File: config.mk
export PLATFORM = sky130hd
export DESIGN_NAME = usb_ls_rx
export DESIGN_NICKNAME = d
export VERILOG_FILES = /design/src/rtl/usb_ls_rx.sv
export SDC_FILE = /design/constraint.sdc
export NUM_CORES = 1
export LEC_CHECK = 0
export ABC_AREA = 1
export BUFFER_PORTS_ARGS = -buffer_cell sky130_fd_sc_hd__clkbuf_2
export CORE_MARGIN = 2
export CORE_UTILIZATION = 55
export CTS_CLUSTER_DIAMETER = 40
export DETAILED_ROUTE_END_ITERATION = 10
export PLACE_DENSITY = 0.8
export SYNTH_ARGS = -nofsm -noshare
export SYNTH_HDL_FRONTEND = slang
export SYNTH_SLANG_ARGS = --single-unit
File: constraint.sdc
create_clock -name clk -period 1.82 [get_ports clk]
set_input_delay 0.091 -clock clk [delete_from_list [all_inputs] [get_ports clk]]
set_output_delay 0.091 -clock clk [all_outputs]
set_load 0.05 [all_outputs]
File: src/rtl/usb_ls_rx.sv
module usb_ls_rx #(
  parameter int SPB           = 8,
  parameter int RESET_SAMPLES = 80
) (
  input  logic       clk,
  input  logic       rst_n,
  input  logic       dp,
  input  logic       dm,
  output logic       pid_valid,
  output logic [3:0] pid,
  output logic       data_valid,
  output logic [7:0] data,
  output logic       eop,
  output logic       err_crc,
  output logic       err_stuff,
  output logic       err_pid,
  output logic       bus_reset
);

  localparam int PW   = (SPB > 2) ? $clog2(SPB) : 1;
  localparam int RW   = $clog2(RESET_SAMPLES + 1);
  localparam int HALF = SPB / 2;
  localparam logic [1:0] LS_SE0 = 2'd0, LS_J = 2'd1, LS_K = 2'd2;
  localparam logic [15:0] CRC_RESIDUE = 16'h800D;

  typedef enum logic [2:0] {HUNT, BODY, DROP, WAITJ} st_t;

  logic [1:0]    s_dp, s_dm, ls, ls_q, prev_lvl;
  logic [PW-1:0] phase, cur;
  logic          strobe, is_jk, d_bit;
  logic [7:0]    hsr, byte_sr, byte_nx, hunt_nx;
  logic [2:0]    ones, bitcnt;
  logic          have_pid, is_data;
  logic [15:0]   crc, crc_nx;
  logic [RW-1:0] se0_cnt;
  st_t           st;

  assign ls      = {s_dp[1], s_dm[1]};
  assign is_jk   = (ls == LS_J) || (ls == LS_K);
  assign cur     = (ls != ls_q) ? '0 : ((phase == PW'(SPB - 1)) ? '0 : phase + 1'b1);
  assign strobe  = (cur == PW'(HALF));
  assign d_bit   = (ls == prev_lvl);
  assign byte_nx = {d_bit, byte_sr[7:1]};
  assign hunt_nx = {d_bit, hsr[7:1]};
  assign crc_nx  = {crc[14:0], 1'b0} ^ ((d_bit ^ crc[15]) ? 16'h8005 : 16'h0000);
  assign bus_reset = (se0_cnt == RW'(RESET_SAMPLES));

  always_ff @(posedge clk or negedge rst_n) begin
    if (!rst_n) begin
      s_dp    <= 2'b00;
      s_dm    <= 2'b11;
      ls_q    <= LS_J;
      phase   <= '0;
      se0_cnt <= '0;
    end else begin
      s_dp    <= {s_dp[0], dp};
      s_dm    <= {s_dm[0], dm};
      ls_q    <= ls;
      phase   <= cur;
      if (ls != LS_SE0)
        se0_cnt <= '0;
      else if (!bus_reset)
        se0_cnt <= se0_cnt + 1'b1;
    end
  end

  always_ff @(posedge clk or negedge rst_n) begin
    if (!rst_n) begin
      st         <= HUNT;
      prev_lvl   <= LS_J;
      hsr        <= 8'hFF;
      byte_sr    <= '0;
      ones       <= '0;
      bitcnt     <= '0;
      have_pid   <= 1'b0;
      is_data    <= 1'b0;
      crc        <= 16'hFFFF;
      pid_valid  <= 1'b0;
      pid        <= '0;
      data_valid <= 1'b0;
      data       <= '0;
      eop        <= 1'b0;
      err_crc    <= 1'b0;
      err_stuff  <= 1'b0;
      err_pid    <= 1'b0;
    end else begin
      pid_valid  <= 1'b0;
      data_valid <= 1'b0;
      eop        <= 1'b0;
      err_crc    <= 1'b0;
      err_stuff  <= 1'b0;
      err_pid    <= 1'b0;
      case (st)
        HUNT: if (strobe) begin
          if (is_jk) begin
            prev_lvl <= ls;
            hsr      <= hunt_nx;
            if (hunt_nx == 8'h80) begin
              st       <= BODY;
              ones     <= '0;
              bitcnt   <= '0;
              have_pid <= 1'b0;
              is_data  <= 1'b0;
              crc      <= 16'hFFFF;
            end
          end else begin
            hsr      <= 8'hFF;
            prev_lvl <= LS_J;
          end
        end
        BODY: if (strobe) begin
          if (ls == LS_SE0) begin
            eop     <= 1'b1;
            err_crc <= have_pid && is_data && (crc != CRC_RESIDUE);
            st      <= WAITJ;
          end else if (!is_jk) begin
            st <= DROP;
          end else begin
            prev_lvl <= ls;
            if (ones == 3'd6) begin
              ones <= '0;
              if (d_bit) begin
                err_stuff <= 1'b1;
                st        <= DROP;
              end
            end else begin
              ones    <= d_bit ? ones + 1'b1 : '0;
              byte_sr <= byte_nx;
              bitcnt  <= bitcnt + 1'b1;
              if (have_pid && is_data) crc <= crc_nx;
              if (bitcnt == 3'd7) begin
                if (have_pid) begin
                  data_valid <= 1'b1;
                  data       <= byte_nx;
                end else if (byte_nx[7:4] == ~byte_nx[3:0]) begin
                  pid_valid <= 1'b1;
                  pid       <= byte_nx[3:0];
                  have_pid  <= 1'b1;
                  is_data   <= (byte_nx[1:0] == 2'b11);
                end else begin
                  err_pid <= 1'b1;
                  st      <= DROP;
                end
              end
            end
          end
        end
        DROP: if (ls == LS_SE0) st <= WAITJ;
        WAITJ: if (ls == LS_J) begin
          st       <= HUNT;
          hsr      <= 8'hFF;
          prev_lvl <= LS_J;
        end
        default: st <= HUNT;
      endcase
    end
  end

  p_one_event_r11: assert property (@(posedge clk) disable iff (!rst_n)
    $onehot0({pid_valid, data_valid, eop, err_stuff, err_pid}));

  p_crc_with_eop_r8: assert property (@(posedge clk) disable iff (!rst_n)
    err_crc |-> eop);

  p_eop_from_se0_r8: assert property (@(posedge clk) disable iff (!rst_n)
    eop |-> $past(ls) == LS_SE0);

  p_reset_release_r10: assert property (@(posedge clk) disable iff (!rst_n)
    (ls != LS_SE0) |=> !bus_reset);

  p_stuff_on_line_r5: assert property (@(posedge clk) disable iff (!rst_n)
    err_stuff |-> $past(is_jk));

endmodule

* Yosys cells after proc, flatten, opt, wreduce, memory -nomap -nowiden
Index checks and enable logic that the tools add are counted.
Storage, ports and cells: register bits after elaboration 79, input port bits 4, output and inout port bits 19, logic and storage cells 192
Operators by class: add/subtract/negate cells 4, eq/ne operators 34, mux-type cells 106, bitwise logic cells 6, reduce and logical (&&, ||, !) cells 20
Operator list (count):
- $mux W16 | 9
- $mux W3 | 27
- $mux W1 | 51
- $pmux W16 S2 | 1
- $ne A2 B2 Y1 const B | 13
- $mux W8 | 3
- $ne A5 B5 Y1 const B | 4
- $reduce_and A9 Y1 | 2
- $ne A16 B16 Y1 const B | 1
- $pmux W8 S2 | 1
- $reduce_and A8 Y1 | 2
- $xor A16 B16 Y16 | 1
- $mux W7 | 2
- $reduce_and A7 Y1 | 2
- $eq A3 B3 Y1 const B | 4
- $mux W2 | 6
- $pmux W3 S2 | 2
- $pmux W3 S4 | 1
- $reduce_and A11 Y1 | 1
- $reduce_and A10 Y1 | 1
- $add A3 B1 Y3 const B | 3
- $eq A8 B8 Y1 const B | 1
- $add A7 B1 Y7 const B | 1
- $eq A7 B7 Y1 const B | 1
- 22 further kinds | 30

* Depth between registers and ports, before layout
Gate-level depths: netlist (run 1).
word-level depth 10, mapped depth 13

* Worst setup path before layout (run 1)
No wires, ideal clock.
path type reg-to-reg, start register s_dm[1], end register crc[10], arrival time 1849 ps, data required time 1760 ps, path slack -89 ps, cell stages (with the launch flop) 13, path buffers 1, clock period less this slack 1909 ps, path through dfstp_2 inv_2 ha_1 inv_1 nand2_1 inv_1 nor2_1 a21oi_4 nand2_4 nor2_8 buf_12 nand2_2 nand2_1
On the way: word-level cells in the longest chain between the ends 5
Ends and longest elaborated chain:
- start: declaration | RTL line 28 | logic [1:0] s_dp, s_dm, ls, ls_q, prev_lvl;
- start signal: assignment | RTL line 57 | s_dm <= {s_dm[0], dm};
- $ne A2 B2 Y1 | RTL line 40 | assign cur = (ls != ls_q) ? '0 : ((phase == PW'(SPB - 1)) ? '0 : phase + 1'b1);
- $mux W3 | RTL line 40
- $eq A3 B3 Y1 | RTL line 41 | assign strobe = (cur == PW'(HALF));
- $ne A2 B2 Y1 (no source line)
- $reduce_and A9 Y1 (no source line) (*)
- end signal: assignment | RTL line 130 | if (have_pid && is_data) crc <= crc_nx;
- end: declaration | RTL line 34 | logic [15:0] crc, crc_nx;
Every way passes the cells marked *; elsewhere a longest branch is shown, timed or not. A chain may end at the register's enable or synchronous reset.

* Worst setup path after layout (run 1)
start register phase[1], end register crc[13]
On the way: word-level cells in the longest chain between the ends 6
Ends and longest elaborated chain:
- start: declaration | RTL line 29 | logic [PW-1:0] phase, cur;
- start signal: assignment | RTL line 59 | phase <= cur;
- $add A3 B1 Y3 or $eq A3 B3 Y1 (tied branches) | RTL line 40
- $mux W3 (*) (2 in a row) | RTL line 40
- $eq A3 B3 Y1 (*) | RTL line 41
- $ne A2 B2 Y1 (no source line)
- $reduce_and A9 Y1 (no source line) (*)
Marked as above.

==> flow_summary_export.csv, run 1 <==
group,metric,value,unit
synthesis,synth_top_area_frac,0.314,
synthesis,async_flop_share,1.00,
pwr,ir_worst_vdd,0.553,mV
critical_path,crit_path_start_kind,"register",
critical_path,worst_path_max_delay_cell,"dfrtp_1",
final_layout,fill_cells,511,
final_layout,num_antenna_cells,0,
floorplanning,die_area,7780,µm²
drt,drc,0,
sta,period_needed,1.85,ns
place,portBuffers,22,
critical_path,critPathMaxFanout,16,
synthesis,yosysTopAreaCell,"dfrtp_1",
sta,final.setup.tns,-0.263,ns
drt,viasPerCell,5.06,
global_routing,grt_remaining_overflow,0,
final_layout,drive_gt1_frac,0.342,
sta,max_freq,0.540,GHz
synthesis,synthTopCellsByArea,"dfrtp_1, dfstp_2, nand2_1",
floorplanning,start_util,0.571,
floorplanning,die_x,88.2,µm
pwr,finalPower,4.56,mW
place,gp_congestion,0.902,
synthesis,ys_types,37,
critical_path,crit_buf_inv,0,
critical_path,required,2.12,ns
drt,drtPass1Iterations,5,
global_routing,grt_max_degree,47,
sta,layout_setup_ws,-0.0323,ns
critical_path,r2r.worst_path.cells,9,
floorplanning,ios,23,
pwr,powerDensity,959,nW/µm²
status,status,"finished, violations left",
floorplanning,row_count,30,
sta,fin_crit_sh,1.02,
clock_tree,cts_buffer_depth,2,
drt,drt-total-wl,8580,µm
drt,routedWlPerCell,13.9,µm
clock_tree,insertion_delay,0.36,ns
pwr,leakagePower,2.29,nW
critical_path,crit_family,"simple AND/OR/NAND/NOR gates",
synthesis,yosys_warnings,0,
synthesis,syn_nets,478,
synthesis,postSynthCellCount,457,
final_layout,fin_nets,539,
final_layout,area_delta_synth_final,21.8,%
floorplanning,coreArea,6830,µm²
final_layout,final_common_cell,"nand2_1",
worst_hold_path,hold_path_class,"primary input to async pin",
critical_path,cp_cell_sequence,"ha_4 > ha_4 > nand4_4 > nand2_2 > o21ai_2 > nor2_8 > nand2_8 > nand2_1 > nand2_1",
global_routing,grt_usage,0.227,
critical_path,endpoint,"crc[13]$_DFFE_PN1P_",
clock_tree,cts-root-buf,"clkbuf_8",
clock_tree,clock_sinks,76,
status,violations,"negative setup slack",
critical_path,crit_start,"phase[1]$_DFF_PN0_",
critical_path,endpoint_kind,"register",
drt,ant_nets,0,
synthesis,synth_area,3900,µm²
synthesis,ys_ff_latch,76,
critical_path,r2r_end,"crc[13]$_DFFE_PN1P_",
clock_tree,htree_levels,3,
global_routing,grt_pass1_wl,13600,µm
sta,worst_pin_slew,0.397,ns
critical_path,worstPathArrival,2.15,ns
sta,slew_violations,0,
sta,hold_slack,0.195,ns
drt,vias,3135,
synthesis,synth-edff-count,0,
final_layout,seqCellArea,1940,µm²
sta,finalHoldViolCount,0,
floorplanning,die_height,88.2,µm
sta,fin_skew,0.0123,ns
critical_path,path_class,"register to register",
sta,setup_viol,17,
clock_tree,cts_tree,"yes",
sta,relSlewSlack,0.735,
critical_path,path_depth,9,
sta,rsz0062_at_grt,"true",
critical_path,r2r-start,"phase[1]$_DFF_PN0_",
synthesis,synth_flop_cell,"dfrtp_1",
global_routing,grt_pass1_vias,3009,
critical_path,r2r_slack,-0.03,ns
synthesis,syn_avg_cell_area,8.53,µm²
drt,drt_iter0_markers,169,
synthesis,ys_seq_area_frac,0.496,
place,hpwl,5640,µm
clock_tree,clkTransAtPathRegs,0.09,ns
clock_tree,numCtsBuffers,9,
global_routing,antenna_found_initial,0,
final_layout,multi_input_area,1870,µm²
critical_path,critPathMaxStageDelay,0.42,ns
final_layout,final_cell_mix,"nand2_1, dfrtp_1, inv_1",
job,max_cap_viol_count,0,
final_layout,final_core_util,0.696,
-- registers in the layout (all words and copies together), names as in the netlist --
name and flops:
bitcnt 3, byte_sr 7, crc 16, data 8, data_valid 1, eop 1
err_crc 1, err_pid 1, err_stuff 1, have_pid 1, hsr 7, is_data 1
ls_q 2, ones 3, phase 3, pid 4, pid_valid 1, prev_lvl 2
s_dm 2, s_dp 2, se0_cnt 7, st 2
-- synth_stat cells (5+ instances only) --
cell and count:
dfrtp_1 49, nor4_1 6, nand3_1 18, nor2_1 39, ha_1 17, nor3_1 6, o21ai_0 30, a21oi_1 6
nand2_1 144, or2_2 11, nand2_4 5, inv_1 50, nand2_2 12, dfstp_2 27
-- how the worst min path moves through the flow --
| stage | from | endpoint | slack [ns] | cells after the start |
|---|---|---|---|---|
| after floorplan | rst_n | bitcnt[0]$_DFFE_PN0P_ | -0.20 | 0 |
| after global placement | rst_n | se0_cnt[0]$_DFFE_PN0P_ | 0.05 | 1 |
| after detailed placement | rst_n | se0_cnt[0]$_DFFE_PN0P_ | 0.05 | 1 |
| after CTS | rst_n | se0_cnt[4]$_DFFE_PN0P_ | 0.20 | 2 |
| after global routing | rst_n | se0_cnt[4]$_DFFE_PN0P_ | 0.23 | 2 |
| final | rst_n | se0_cnt[4]$_DFFE_PN0P_ | 0.20 | 2 |
-- timing repair --
item	in CTS	in global routing
hold buffers	3	0
pin swaps	6	15
cloned	1	0
buffers inserted	2	3
resized for setup	7	35
setup endpoints to repair	25	45
endpoints found under the hold margin	32	0
-- cell families (layout without fill, tap and decap cells) --
family,after synthesis,count (layout),synth area share
DFF,76,76,0.496
buffers and inverters,63,128,0.0693
and+or+nand+nor,248,249,0.295
AOI/OAI and AO/OA,48,48,0.0719
adders and majority gates,17,17,0.0545
xor gates and xnor gates,5,5,0.0132
-- power by group --
group          leakage (nW)  switching, mW  internal, mW  total (mW)
Clock                0.0960          0.702         0.526        1.23
Combinational          1.24          0.728         0.489        1.22
Sequential            0.954          0.141          1.97        2.11
Total                  2.29           1.57          2.99        4.56
-- per-layer routing --
metal,global-route usage,routed length (µm)
met5,0,0
met4,0.0882,125
met3,0.0471,276
met2,0.373,4410
met1,0.297,3770
-- final cells by class --
cell class	count	share of cell area
multi-input combinational	319	0.393
sequential	76	0.408
clock buffer	9	0.0261
clock inverter	7	0.0129
timing repair buffer	57	0.0911
tap	96	0.0253
inverter	55	0.0445
-- worst reg2reg max path: cells and delay by family, from the launching register on --
family | cells | cell delay (ns)
flip-flops | 1 | 0.42
adder cells (fa/ha/maj) | 2 | 0.46
AND/OR/NAND/NOR | 6 | 0.80
AO/OA/AOI/OAI | 1 | 0.10
-- per-stage QoR --
stage	instance area, µm²	cells	setup slack, ns
finish	4750	619	-0.0323
global route	4750	619	-0.0935
CTS	4610	616	0.00810
detailed placement	4330	594	-0.100
global placement	4330	594	-0.00672
floorplan	3920	457	0.0326
No activity file was read; power rests on OpenSTA's default activity.
==> run 2: changes to the inputs <==
Settings changed: CORE_UTILIZATION 55 to 65, PLACE_DENSITY 0.8 to 0.88.
Clock period 1.82 ns to 2.3 ns, I/O delays scaled along.
==> run 2 against run 1 <==
Compared with the run above:
- utilization is 5.0 points higher
- via count hardly changed
- die area shrank 15%
- register-to-register slack improved by 0.16 ns
- largest power group unchanged
- the run now ends clean
- routed wire length fell by 2.3%
- flip-flop and latch count unchanged
- maximum frequency shrank 15%
- sequential power shrank 21%
- final area shrank 8.2%
==> flow_summary_export.csv, run 2 (synthesis results as in run 1) <==
group,metric,value,unit
floorplanning,row_count,28,
pwr,powerDensity,803,nW/µm²
clock_tree,insertion_delay,0.36,ns
final_layout,reg_top3,"crc (16), data (8)",
final_layout,fin_nets,512,
place,dp.cells,550,
final_layout,final_core_util,0.745,
place,hpwl,5380,µm
final_layout,drive_gt1_frac,0.240,
clock_tree,htree_levels,3,
pwr,ir_worst_vdd,0.518,mV
critical_path,critPathMaxFanout,16,
sta,rsz0062_at_grt,"false",
worst_hold_path,hold_end,"s_dm[1]$_DFF_PN1_",
final_layout,largest_register_ffs,16,
sta,worst_pin_slew,0.929,ns
sta,period_needed,2.17,ns
sta,fin_crit_sh,0.945,
floorplanning,die_x,81.5,µm
critical_path,r2r.worst_path.cells,8,
sta,setup_viol,0,
final_layout,num_antenna_cells,0,
drt,ant_nets,0,
critical_path,r2r-start,"s_dm[1]$_DFF_PN1_",
drt,drc,0,
final_layout,area_delta_synth_final,11.8,%
global_routing,grt_pass1_wl,13100,µm
job,max_cap_viol_count,0,
final_layout,largest-register,"crc",
critical_path,worstPathArrival,2.40,ns
clock_tree,numCtsBuffers,9,
global_routing,antenna_found_initial,0,
clock_tree,cts-root-buf,"clkbuf_8",
floorplanning,die_height,81.5,µm
drt,routedWlPerCell,14.7,µm
drt,vias,3134,
critical_path,crit_path_start_kind,"register",
floorplanning,ios,23,
sta,slew_violations,0,
drt,viasPerCell,5.49,
final_layout,seqCellArea,1940,µm²
final_layout,finalNonFillerCells,571,
sta,fin_skew,0.0126,ns
global_routing,grt_pass1_vias,2977,
worst_hold_path,hold_path_class,"register to register",
sta,finalHoldViolCount,0,
drt,drt-total-wl,8380,µm
clock_tree,clkTransAtPathRegs,0.09,ns
clock_tree,cts_tree,"yes",
pwr,finalPower,3.50,mW
floorplanning,coreArea,5850,µm²
critical_path,r2r_slack,0.13,ns
floorplanning,die_area,6640,µm²
drt,drtPass1Iterations,5,
global_routing,grt_usage,0.262,
clock_tree,clock_sinks,76,
sta,hold_slack,0.359,ns
pwr,leakagePower,2.16,nW
global_routing,grt_remaining_overflow,0,
worst_hold_path,min-delay-start,"s_dm[0]$_DFF_PN1_",
final_layout,multi_input_area,1720,µm²
place,gp_congestion,0.838,
clock_tree,cts_buffer_depth,2,
final_layout,final_common_cell,"nand2_1",
status,status,"finished clean",
critical_path,required,2.53,ns
worst_hold_path,hold-path-cell-count,0,
final_layout,fill_cells,386,
sta,final.setup.tns,0,ns
critical_path,path_class,"register to register",
floorplanning,start_util,0.667,
critical_path,endpoint_kind,"register",
sta,max_freq,0.460,GHz
sta,relSlewSlack,0.380,
global_routing,grt_max_degree,77,
critical_path,r2r_end,"data[7]$_DFFE_PN0P_",
drt,drt_iter0_markers,212,
place,portBuffers,22,
final_layout,final_cell_mix,"nand2_1, inv_1, dfrtp_1",
==> run 2: cell count changes in the layout (fill, tap and decap cells not counted), sizes merged <==
| cell | delta |
|---|---|
| clkinv | +2 |
| inv | -3 |
| buf | -27 |
| bufinv | +1 |
==> run 2: area by class of cell <==
class,instances,share of cell area
clock inverter,7,0.0187
tap,75,0.0215
inverter,55,0.0479
clock buffer,9,0.0284
sequential,76,0.444
timing repair buffer,30,0.0442
multi-input combinational,319,0.395
==> run 2: critical path, cell delays in order (launching register included) <==
cell and delay, ns:
dfstp_2 0.61, inv_2 0.08, ha_1 0.26, inv_2 0.11, nand2_1 0.09, nor2_1 0.34
nand4_4 0.27, nand2_1 0.15, o21ai_0 0.12
==> run 2: power breakdown <==
part / internal, mW / switching, mW / total [mW]
clock: 0.518 / 0.538 / 1.06
sequential: 1.56 / 0.114 / 1.67
combinational: 0.265 / 0.507 / 0.772
==> run 2: what timing repair did <==
action	4_1_cts	5_1_grt
hold endpoints to repair	51	0
endpoints found under the setup margin	0	32
buffers inserted	0	1
hold buffers	3	0
resized for setup	0	6
==> run 2: how the worst max path moves through the flow <==
| stage | startpoint | endpoint | slack [ns] | cells after the start |
|---|---|---|---|---|
| 2_1_floorplan | s_dm[1]$_DFF_PN1_ | crc[10]$_DFFE_PN1P_ | 0.39 | 12 |
| 3_3_place_gp | s_dm[1]$_DFF_PN1_ | data[6]$_DFFE_PN0P_ | 0.22 | 7 |
| 3_5_place_dp | s_dm[1]$_DFF_PN1_ | crc[1]$_DFFE_PN1P_ | 0.14 | 11 |
| 4_1_cts | s_dm[1]$_DFF_PN1_ | crc[1]$_DFFE_PN1P_ | 0.1 | 11 |
| 5_1_grt | s_dm[1]$_DFF_PN1_ | data[7]$_DFFE_PN0P_ | 0.02 | 7 |
| 6_report | s_dm[1]$_DFF_PN1_ | data[7]$_DFFE_PN0P_ | 0.13 | 8 |
==> run 2: per-stage QoR <==
step	setup WS [ns]	cell area, µm²
3_3_place_gp	0.225	4080
6_report	0.127	4360
4_1_cts	0.0989	4310
2_1_floorplan	0.391	3900
3_5_place_dp	0.138	4080
5_1_grt	0.0241	4360
==> run 2: per-layer routing <==
layer,up-vias,global-route usage,wire (µm),part of all wire
li1,1504,-,-,-
met1,1492,0.334,3480,0.42
met2,113,0.439,4270,0.51
met3,25,0.0385,401,0.048
met4,0,0.132,234,0.028
met5,-,0,0,0
==> run 3: changes to the inputs <==
Settings changed: CORE_UTILIZATION 65 to 68, CTS_BUF_LIST set to sky130_fd_sc_hd__clkbuf_4, PLACE_DENSITY 0.88 to 0.92.
==> run 3 against run 2 <==
Compared with the run above:
- via count fell by 0.80%
- first-iteration DRC count is the same
- final cell count is 0.35% lower
- count of clock-buffer cells in the layout did not move
- clock power shrank 14%
- largest power group unchanged
==> flow_summary_export.csv, run 3 (synthesis results as in run 1) <==
group,metric,value,unit
critical_path,r2r_end,"crc[14]$_DFFE_PN1P_",
critical_path,crit_start,"s_dm[1]$_DFF_PN1_",
critical_path,endpoint_kind,"register",
sta,fin_crit_sh,0.932,
drt,drt_iter0_markers,212,
global_routing,grt_max_degree,29,
sta,worst_pin_slew,0.519,ns
sta,max_freq,0.466,GHz
place,portBuffers,22,
critical_path,path_class,"register to register",
final_layout,final_common_cell,"nand2_1",
sta,fin_skew,0.0243,ns
global_routing,gr-usage-met3,0.0679,
drt,vias,3109,
floorplanning,die_area,6360,µm²
global_routing,use_met2,0.442,
job,max_cap_viol_count,0,
critical_path,r2r_slack,0.16,ns
drt,drt-total-wl,7780,µm
pwr,powerDensity,775,nW/µm²
final_layout,drive_gt1_frac,0.237,
final_layout,num_antenna_cells,0,
global_routing,grt_usage,0.269,
floorplanning,row_count,27,
clock_tree,numCtsBuffers,9,
worst_hold_path,hold_path_class,"primary input to async pin",
sta,slew_violations,0,
drt,routedWlPerCell,13.7,µm
global_routing,use_met1,0.337,
final_layout,final_cell_mix,"nand2_1, inv_1, dfrtp_1",
final_layout,largest-register,"crc",
final_layout,finalNonFillerCells,569,
final_layout,reg_top3,"crc (16), data (8)",
critical_path,path_common_cell,"nand2_1",
global_routing,grt_pass1_wl,13200,µm
critical_path,crit_family,"simple AND/OR/NAND/NOR gates",
floorplanning,coreArea,5510,µm²
sta,rsz0062_at_grt,"false",
global_routing,grt.busiest_layer,"met2",
drt,viasPerCell,5.46,
critical_path,critPathMaxFanout,8,
drt,ant_nets,0,
clock_tree,cts_tree,"yes",
critical_path,r2r.worst_path.cells,10,
sta,period_needed,2.14,ns
global_routing,grt_pass1_vias,2947,
floorplanning,die_height,79.7,µm
status,status,"finished clean",
final_layout,area_delta_synth_final,10.3,%
global_routing,antenna_found_initial,0,
critical_path,critPathMaxStageDelay,0.60,ns
clock_tree,clkTransAtPathRegs,0.13,ns
clock_tree,cts_buffer_depth,2,
place,dp.cells,549,
place,hpwl,5360,µm
clock_tree,htree_levels,3,
critical_path,crit_path_start_kind,"register",
sta,hold_slack,0.169,ns
pwr,leakagePower,2.14,nW
final_layout,fin_nets,513,
pwr,ir_worst_vdd,0.524,mV
drt,drtPass1Iterations,5,
sta,setup_viol,0,
place,gp_congestion,0.876,
floorplanning,start_util,0.708,
critical_path,worst_path_max_delay_cell,"dfstp_2",
critical_path,crit_buf_inv,2,
clock_tree,cts-root-buf,"clkbuf_4",
floorplanning,die_x,79.7,µm
clock_tree,insertion_delay,0.44,ns
critical_path,r2r-start,"s_dm[1]$_DFF_PN1_",
critical_path,cp_cell_sequence,"inv_2 > ha_2 > nand2_1 > inv_1 > nor2_1 > a21oi_4 > nand2_4 > nor2_4 > nand2_2 > nand2_1",
global_routing,grt_remaining_overflow,0,
critical_path,endpoint,"crc[14]$_DFFE_PN1P_",
final_layout,final_core_util,0.781,
sta,finalHoldViolCount,0,
clock_tree,post_cts_buffers,0,
critical_path,worstPathArrival,2.53,ns
clock_tree,clock_sinks,76,
sta,final.setup.tns,0,ns
floorplanning,ios,23,
final_layout,largest_register_ffs,16,
critical_path,path_depth,10,
critical_path,required,2.68,ns
drt,drc,0,
sta,relSlewSlack,0.654,
[run 3: cell types whose count changed in the layout (fill, tap and decap cells not counted), sizes merged]
cell	delta
clkinv	+2
inv	-3
buf	+1
bufinv	+1
[run 3: worst min-delay path by stage]
stage                                   endpoint  startpoint  slack [ns]  depth (start not counted)
after global placement        phase[0]$_DFF_PN0_       rst_n        0.10                          1
final                         phase[0]$_DFF_PN0_       rst_n        0.17                          2
after global routing          phase[0]$_DFF_PN0_       rst_n        0.21                          2
after CTS                 se0_cnt[3]$_DFFE_PN0P_       rst_n        0.17                          2
after detailed placement  se0_cnt[3]$_DFFE_PN0P_       rst_n        0.12                          1
after floorplan            bitcnt[0]$_DFFE_PN0P_       rst_n       -0.18                          0
[run 3: report_power, final]
group	internal, mW	switching [mW]
clock network	0.437	0.472
registers	1.56	0.105
logic	0.264	0.494
total	2.26	1.07
[run 3: final cells by class]
class                      instances  area [µm²]
clock buffer                       9        67.6
clock inverter                     7        91.3
fill                             356        1210
inverter                          55         209
multi-input combinational        319        1720
sequential                        76        1940
tap                               72        90.1
timing repair buffer              31         185
[run 3: metal layers]
metal	part of all wire	wire length, µm
met1	0.44	3420
met2	0.50	3880
met3	0.043	335
met4	0.019	144
met5	0	0
[run 3: through the flow]
| step | setup WS (ns) | total power, mW | cell area, µm² |
|---|---|---|---|
| 3_5_place_dp | 0.0965 | 2.42 | 4080 |
| 5_1_grt | 0.0284 | 3.55 | 4300 |
| 6_report | 0.156 | 3.33 | 4300 |
| 2_1_floorplan | 0.391 | 2.24 | 3900 |
| 3_3_place_gp | 0.242 | 2.38 | 4080 |
| 4_1_cts | 0.0659 | 3.33 | 4270 |
[run 3: worst reg2reg max path, stage by stage (launching register included)]
cell and delay [ns]:
dfstp_2 0.60, inv_2 0.08, ha_2 0.35, nand2_1 0.09, inv_1 0.14, nor2_1 0.09
a21oi_4 0.18, nand2_4 0.14, nor2_4 0.28, nand2_2 0.08, nand2_1 0.08
[run 3: what timing repair did]
item / in CTS / in global routing
hold endpoints to repair: 24 / 0
setup endpoints to repair: 0 / 33
resized for setup: 0 / 5
hold buffers: 3 / 0
